## config.mk

```make
export PLATFORM = sky130hd
export DESIGN_NAME = xbar_route_ctrl
export DESIGN_NICKNAME = d
export VERILOG_FILES = /design/src/rtl/xbar_route_pkg.sv /design/src/rtl/xbar_route_cmd.sv /design/src/rtl/xbar_route_regs.sv /design/src/rtl/xbar_route_ctrl.sv
export SDC_FILE = /design/constraint.sdc
export NUM_CORES = 1
export LEC_CHECK = 0
export BUFFER_PORTS_ARGS = -buffer_cell sky130_fd_sc_hd__buf_2
export CAP_MARGIN = 5
export CORE_AREA = 2 2 92 94
export DETAILED_ROUTE_END_ITERATION = 10
export DIE_AREA = 0 0 94 96
export GPL_ROUTABILITY_DRIVEN = 0
export GPL_TIMING_DRIVEN = 0
export MAX_ROUTING_LAYER = met4
export PLACE_DENSITY_LB_ADDON = 0.1
export SYNTH_ARGS = -nofsm -noshare
export SYNTH_HDL_FRONTEND = slang
export SYNTH_SLANG_ARGS = --single-unit
export TNS_END_PERCENT = 50
```

## constraint.sdc

```tcl
create_clock -name clk -period 1.8 [get_ports clk]
set_input_delay 0.27 -clock clk [delete_from_list [all_inputs] [get_ports clk]]
set_output_delay 0.27 -clock clk [all_outputs]
set_load 0.02 [all_outputs]
```

## src/rtl/xbar_route_pkg.sv

```systemverilog
package xbar_route_pkg;
  parameter int NUM_OUT = 8;
  parameter int CODE_W  = 4;
  parameter int ADDR_W  = $clog2(NUM_OUT);

  localparam logic [CODE_W-1:0] CMD_DIS_ONE = 4'b1011;
  localparam logic [CODE_W-1:0] CMD_EN_ONE  = 4'b1100;
  localparam logic [CODE_W-1:0] CMD_DIS_ALL = 4'b1101;
  localparam logic [CODE_W-1:0] CMD_EN_ALL  = 4'b1110;

  typedef struct packed {
    logic              loadSel;
    logic              enOne;
    logic              disOne;
    logic              enAll;
    logic              disAll;
    logic              slaveXfer;
    logic [ADDR_W-1:0] addr;
    logic [CODE_W-1:0] sel;
  } ctlStb_t;
endpackage

```

## src/rtl/xbar_route_cmd.sv

```systemverilog
module xbar_route_cmd
  import xbar_route_pkg::*;
#(
  parameter int SYNC_STAGES = 2
) (
  input  logic              clk,
  input  logic              rstN,
  input  logic [ADDR_W-1:0] portAddr,
  input  logic [CODE_W-1:0] portCode,
  input  logic              wrStrobe,
  input  logic              ceHi,
  input  logic              ceLoN,
  input  logic              latchIn,
  input  logic              edgeMode,
  output ctlStb_t           stb
);
  localparam int TOP = SYNC_STAGES - 1;

  logic                   wrEff;
  logic [SYNC_STAGES-1:0] wrSync;
  logic [SYNC_STAGES-1:0] latSync;
  logic                   wrPrev;
  logic                   latPrev;
  logic                   wrRise;
  logic                   latRise;
  logic                   latLow;

  assign wrEff = wrStrobe & ceHi & ~ceLoN;

  always_ff @(posedge clk or negedge rstN) begin
    if (!rstN) begin
      wrSync  <= '0;
      latSync <= '1;
      wrPrev  <= 1'b0;
      latPrev <= 1'b1;
    end else begin
      wrSync  <= {wrSync[TOP-1:0], wrEff};
      latSync <= {latSync[TOP-1:0], latchIn};
      wrPrev  <= wrSync[TOP];
      latPrev <= latSync[TOP];
    end
  end

  assign wrRise  = wrSync[TOP] & ~wrPrev;
  assign latRise = latSync[TOP] & ~latPrev;
  assign latLow  = ~latSync[TOP];

  always_comb begin
    stb           = '0;
    stb.addr      = portAddr;
    stb.sel       = portCode;
    stb.slaveXfer = edgeMode ? latRise : latLow;
    if (wrRise) begin
      if (!portCode[CODE_W-1]) begin
        stb.loadSel = 1'b1;
      end else begin
        unique case (portCode)
          CMD_DIS_ONE: stb.disOne = 1'b1;
          CMD_EN_ONE:  stb.enOne  = 1'b1;
          CMD_DIS_ALL: stb.disAll = 1'b1;
          CMD_EN_ALL:  stb.enAll  = 1'b1;
          default:     ;
        endcase
      end
    end
  end
endmodule

```

## src/rtl/xbar_route_regs.sv

```systemverilog
module xbar_route_regs
  import xbar_route_pkg::*;
(
  input  logic                      clk,
  input  logic                      rstN,
  input  ctlStb_t                   stb,
  output logic [NUM_OUT*CODE_W-1:0] masterFlat,
  output logic [NUM_OUT*CODE_W-1:0] routeSel,
  output logic [NUM_OUT-1:0]        outEnable
);
  for (genvar g = 0; g < NUM_OUT; g++) begin : g_out
    logic [CODE_W-1:0] masterR;
    logic [CODE_W-1:0] slaveR;

    always_ff @(posedge clk or negedge rstN) begin
      if (!rstN) begin
        masterR <= '0;
        slaveR  <= '0;
      end else begin
        if (stb.loadSel && stb.addr == ADDR_W'(g)) masterR <= stb.sel;
        if (stb.slaveXfer) slaveR <= masterR;
      end
    end

    assign masterFlat[g*CODE_W +: CODE_W] = masterR;
    assign routeSel[g*CODE_W +: CODE_W]   = slaveR;
  end

  always_ff @(posedge clk or negedge rstN) begin
    if (!rstN) begin
      outEnable <= '0;
    end else if (stb.disAll) begin
      outEnable <= '0;
    end else if (stb.enAll) begin
      outEnable <= '1;
    end else if (stb.enOne) begin
      outEnable[stb.addr] <= 1'b1;
    end else if (stb.disOne) begin
      outEnable[stb.addr] <= 1'b0;
    end
  end
endmodule

```

## src/rtl/xbar_route_ctrl.sv

```systemverilog
module xbar_route_ctrl
  import xbar_route_pkg::*;
#(
  parameter int SYNC_STAGES = 2
) (
  input  logic                      clk,
  input  logic                      rstN,
  input  logic [ADDR_W-1:0]         portAddr,
  input  logic [CODE_W-1:0]         portCode,
  input  logic                      wrStrobe,
  input  logic                      ceHi,
  input  logic                      ceLoN,
  input  logic                      latchIn,
  input  logic                      edgeMode,
  output logic [NUM_OUT*CODE_W-1:0] routeSel,
  output logic [NUM_OUT-1:0]        outEnable
);
  ctlStb_t                   ctlStb;
  logic [NUM_OUT*CODE_W-1:0] masterFlat;

  xbar_route_cmd #(.SYNC_STAGES(SYNC_STAGES)) u_cmd (
    .clk(clk), .rstN(rstN), .portAddr(portAddr), .portCode(portCode),
    .wrStrobe(wrStrobe), .ceHi(ceHi), .ceLoN(ceLoN), .latchIn(latchIn),
    .edgeMode(edgeMode), .stb(ctlStb)
  );

  xbar_route_regs u_regs (
    .clk(clk), .rstN(rstN), .stb(ctlStb), .masterFlat(masterFlat),
    .routeSel(routeSel), .outEnable(outEnable)
  );
endmodule

```

### After elaboration in Yosys (flattened, before gate mapping)

Cells that the tools add are included.

* multiplexer cells: 14
* $lt $le $gt $ge: 2
* bitwise gates (word level): 11
* reduce and logical (&&, ||, !) cells: 11
* equality and inequality tests: 11

Operators by type and width (number)
* 8-bit two-way mux: 4
* 4-bit equality test (second input constant): 4
* 3-bit equality test (second input constant): 4
* 1-bit logical AND: 9
* 8-bit AND: 1
* 8-bit NOT: 1
* 8-bit bitwise OR: 1
* 1-bit two-way mux: 7
* 3-bit by 2-bit equality test with 1-bit output (second input constant): 2
* 5-bit two-way mux: 1
* 1-bit AND: 4
* 3-bit by 4-bit < comparator with 1-bit output (second input constant): 1
* 4-bit two-way mux: 1
* 1-bit NOT: 4
* 4-bit nonzero test: 1
* 1-bit demux with 3-bit select: 1
* 3-bit by 1-bit equality test with 1-bit output (second input constant): 1
* 3-bit by 1-bit >= comparator with 1-bit output (second input constant): 1
* 3-bit logical NOT: 1

* bits in registers: 78
* bits of input ports: 14
* output and inout bits: 40
* logic and storage cells: 70

### Depth between registers and ports, before layout

* depth in word-level cells: 10
* depth in mapped cells: 5
* mapped depth without buffers: 3

### Modules after synthesis

A second synthesis with hierarchy kept.

* cell total of the unflattened synthesis: 218
* area, all modules: 3235.6 um2

Modules (own cells, without submodules)
* xbar_route_regs: area each 2931.6 um2, sequential area each 1801.7 um2, cells an instance 193, times used 1
* xbar_route_cmd: area each 304.0 um2, sequential area each 153.9 um2, cells an instance 25, times used 1

### Worst setup path before layout

OpenSTA, ideal clock, no wires.

* path type: register -> register
* start: reg u_cmd.latSync[1]
* end: reg u_regs.g_out[0].slaveR[0]
* period minus slack after synthesis: 1.466 ns
* path buffers: 1
* setup time: 0.125 ns
* path slack: 0.334 ns
* arrival: 1.342 ns
* required time: 1.675 ns
* cell stages (with the launch flop): 5
* path through: dfstp_2 nand3b_1 o21ai_1 buf_2 mux2_2

* longest elaborated chain between the ends: 2
* elaborated cells on any way between the ends: 3
* classes of those cells: mux (1); bitwise (2)

RTL lines
* start, declared: line xbar_route_cmd.sv:21 `logic [SYNC_STAGES-1:0] latSync;`
* start signal, assigned: line xbar_route_cmd.sv:38 `latSync <= {latSync[TOP-1:0], latchIn};`
* 1-bit AND / 1-bit NOT (equally long branches): line xbar_route_cmd.sv:45, xbar_route_cmd.sv:46
* 1-bit two-way mux (*): line xbar_route_cmd.sv:52 `stb.slaveXfer = edgeMode ? latRise : latLow;`
* end signal, assigned: line xbar_route_regs.sv:21 `if (stb.slaveXfer) slaveR <= masterR;`
* end, declared: line xbar_route_regs.sv:13 `logic [CODE_W-1:0] slaveR;`

Every way passes the cells marked *; elsewhere a longest branch is shown, timed or not.
A chain may end at the register's enable or synchronous reset.

### Final worst setup path

* start: reg u_cmd.latSync[1]
* end: reg u_regs.g_out[5].slaveR[2]

* longest elaborated chain between the ends: 2
* elaborated cells on any way between the ends: 3
* classes of those cells: mux (1); bitwise (2)

RTL lines (line)
* 1-bit AND / 1-bit NOT (equally long branches): xbar_route_cmd.sv:45, xbar_route_cmd.sv:46
* 1-bit two-way mux (*): xbar_route_cmd.sv:52
* end signal, assigned: xbar_route_regs.sv:21
* end, declared: xbar_route_regs.sv:13

Marks and branches as above.

==> results.cfg <==
[synth]
synth_cells = 225
ys_seq_area_frac = 0.619
synth_compound_area_frac = 0.0594
synthSimpleGateAreaFrac = 0.0946
yosysWarnings = 0
synth_top_family_by_area = multiplexers
ys_ff_latch = 78
ys_types = 32
synth_area_per_cell_um2 = 14.1
synth_fa_ha_area_frac = 0
syn_area_um2 = 3160
yosys-mux-area-fraction = 0.199
syn_nets = 239
synthXorXnorAreaFrac = 0

[placed_design]
dp_cells = 383
dp_hpwl_um = 4110
dp_slack_ns = 0.109
portBuffers = 52

[clock_network]
cts.reportedPaths.clkPinSlew_ns = 0.08
cts_max_level = 3
insertion_delay_ns = 0.34
cts_sinks = 78
cts_buffers = 9
tritoncts = yes
clockBufferDepth = 2
holdBufCountCts = 2
clockRootBuffer = clkbuf_8
post_cts_buffers = 0
post_cts_resized = 0

[setup_path]
worstPathCellList = nand3b_1 -> o21ai_1 -> buf_2 -> mux2_2
cp_max_fo = 10
crit_path_end = u_regs.g_out[5].slaveR[2]
cp-end-kind = register
cp_slowest_cell = dfstp_2
worstPathArrival_ns = 1.92
r2r_start = u_cmd.latSync[1]
cp.required_ns = 2.03
worstSetupStartpoint = u_cmd.latSync[1]
r2r-end = u_regs.g_out[5].slaveR[2]
critPathMaxStageDelay_ns = 0.54
reg2regPathDepth = 4
crit_type = register to register
r2r_slack_ns = 0.11
critPathLaunchType = register

[hold_path]
hold_class = input pin to register

[final_layout]
mostFrequentLayoutCells = dfrtp_1, buf_2, mux2_2
layout.cells.non_filler = 401
synthToLayoutAreaGrowth_pct = 20.9
nets = 305
layout_commonest_cell = dfrtp_1
drive_gt1_frac = 0.466
antenna_cells = 0

[power_and_ir_drop]
leakagePower_nw = 1.94
finalPower_mw = 3.99
p_per_area_nw_per_um2 = 1050
peakVddDrop_mv = 0.541

[floorplan]
dieWidth_um = 94
die-area_um2 = 9020
rows = 33
io-pin-count = 54
floorplan.initialDensity = 0.393
die_y_um = 96
core_area_um2 = 8050

[grt]
grt_usage = 0.155
grt_overflow = 0
grt_pass1_wl_um = 10100
antenna_found_initial = 0
grt_max_degree = 52
grt_pass1_vias = 1916

[sta]
setup_violations = 0
period_share = 0.937
worst_slew_pin_slew_ns = 0.546
slew_violations = 0
timing.hold.ws_ns = 0.0661
layout_setup_ws_ns = 0.113
rsz0062_at_grt = false
finalSetupTns_ns = 0
fmax_ghz = 0.593
period_minus_slack_ns = 1.69
skew_ns = 0.00728
finalHoldViolCount = 0
max_slew_margin = 0.636

[detailed_routing]
detailroute.via_count = 1946
drt_first_pass_iters = 4
drtAntennaViolNets = 0
first_iter_violations = 70
drc = 0
post_drt_wl_per_cell_um = 15.2
viasPerCell = 4.85
drt-total-wl_um = 6080

[run]
cap_viol_max_count = 0

[run_status]
status = finished, final reports clean
[worst min-delay path by stage]
stage | from | to | slack (ns) | cells after the start
after global placement | u_cmd.wrSync[0] | u_cmd.wrSync[1] | 0.33 | 0
after detailed placement | rstN | u_regs.outEnable[4] | 0.22 | 1
after global routing | ceLoN | u_cmd.wrSync[0] | 0.04 | 2
final | ceLoN | u_cmd.wrSync[0] | 0.07 | 2
after CTS | ceLoN | u_cmd.wrSync[0] | 0.05 | 2
after floorplan | rstN | u_cmd.wrPrev | -0.03 | 0
[state kept, by name, summed over array words and instances, names as in the netlist]
name	cells
u_cmd.wrSync	2
u_regs.g_out.masterR	32
u_cmd.latSync	2
u_cmd.wrPrev	1
u_regs.g_out.slaveR	32
u_regs.outEnable	8
u_cmd.latPrev	1
[report_power, final]
part	leakage [nW]	total (mW)	switching (mW)	internal, mW
sequential	1.02	2.00	0.0804	1.92
combinational	0.815	0.558	0.312	0.246
clock	0.108	1.44	0.611	0.824
[cell usage after synthesis, drive strengths merged]
| cell | instances | share of area |
|---|---|---|
| dfrtp | 75 | 0.59 |
| mux2 | 56 | 0.20 |
| o21ai | 11 | 0.017 |
| inv | 10 | 0.012 |
| and2 | 8 | 0.016 |
| buf | 8 | 0.013 |
| nand2 | 8 | 0.0095 |
| o221ai | 6 | 0.017 |
| a21o | 3 | 0.0071 |
| clkbuf | 3 | 0.0036 |
| dfstp | 3 | 0.025 |
| nand3b | 3 | 0.0071 |
| nor2b | 3 | 0.0059 |
| nor4 | 3 | 0.0059 |
| nor4b | 3 | 0.013 |
| a211oi | 2 | 0.0047 |
| and4b | 2 | 0.0063 |
| nand2b | 2 | 0.0040 |
| nand3 | 2 | 0.0063 |
| nor2 | 2 | 0.0024 |
| nor4bb | 2 | 0.0063 |
| o22ai | 2 | 0.0040 |
| a21bo | 1 | 0.0032 |
| a21boi | 1 | 0.0024 |
| a21oi | 1 | 0.0016 |
| and3b | 1 | 0.0028 |
| and4bb | 1 | 0.0040 |
| nand4b | 1 | 0.0028 |
| nor3b | 1 | 0.0024 |
| o31ai | 1 | 0.0024 |
[per-stage QoR]
stage | area [um^2] | utilization
3_5_place_dp | 3580 | 0.445
2_1_floorplan | 3160 | -
3_3_place_gp | 3550 | 0.441
4_1_cts | 3820 | 0.475
6_report | 3820 | 0.475
5_1_grt | 3820 | 0.475
[worst max-delay path: cells and delay by family, from the launching register on]
family	cells	cell delay (ns)
flops	1	0.54
mux	1	0.37
buf+inv	1	0.35
compound gates	1	0.23
simple gates	1	0.07
[logic make-up after synthesis]
kind of cell | count (synthesis)
DFF | 78
muxes | 56
AOI/OAI and AO/OA | 28
and+or+nand+nor | 42
buffers and inverters | 21
[routing by layer]
metal  track usage  vias up  part of all wire
met2         0.220       44              0.46
li1              -      944                 -
met5             -        -                 0
met3        0.0587        7             0.050
met1         0.209      951              0.48
met4        0.0435        0             0.012
[final cells by class]
type	count	area, um^2
Multi-Input combinational cell	126	1120
Buffer	11	51.3
Sequential cell	78	1960
Timing Repair Buffer	55	310
Inverter	10	37.5
Fill cell	761	4230
Tap cell	105	131
Clock inverter	3	68.8
Clock buffer	13	149
(Power assumes the default switching activity.)
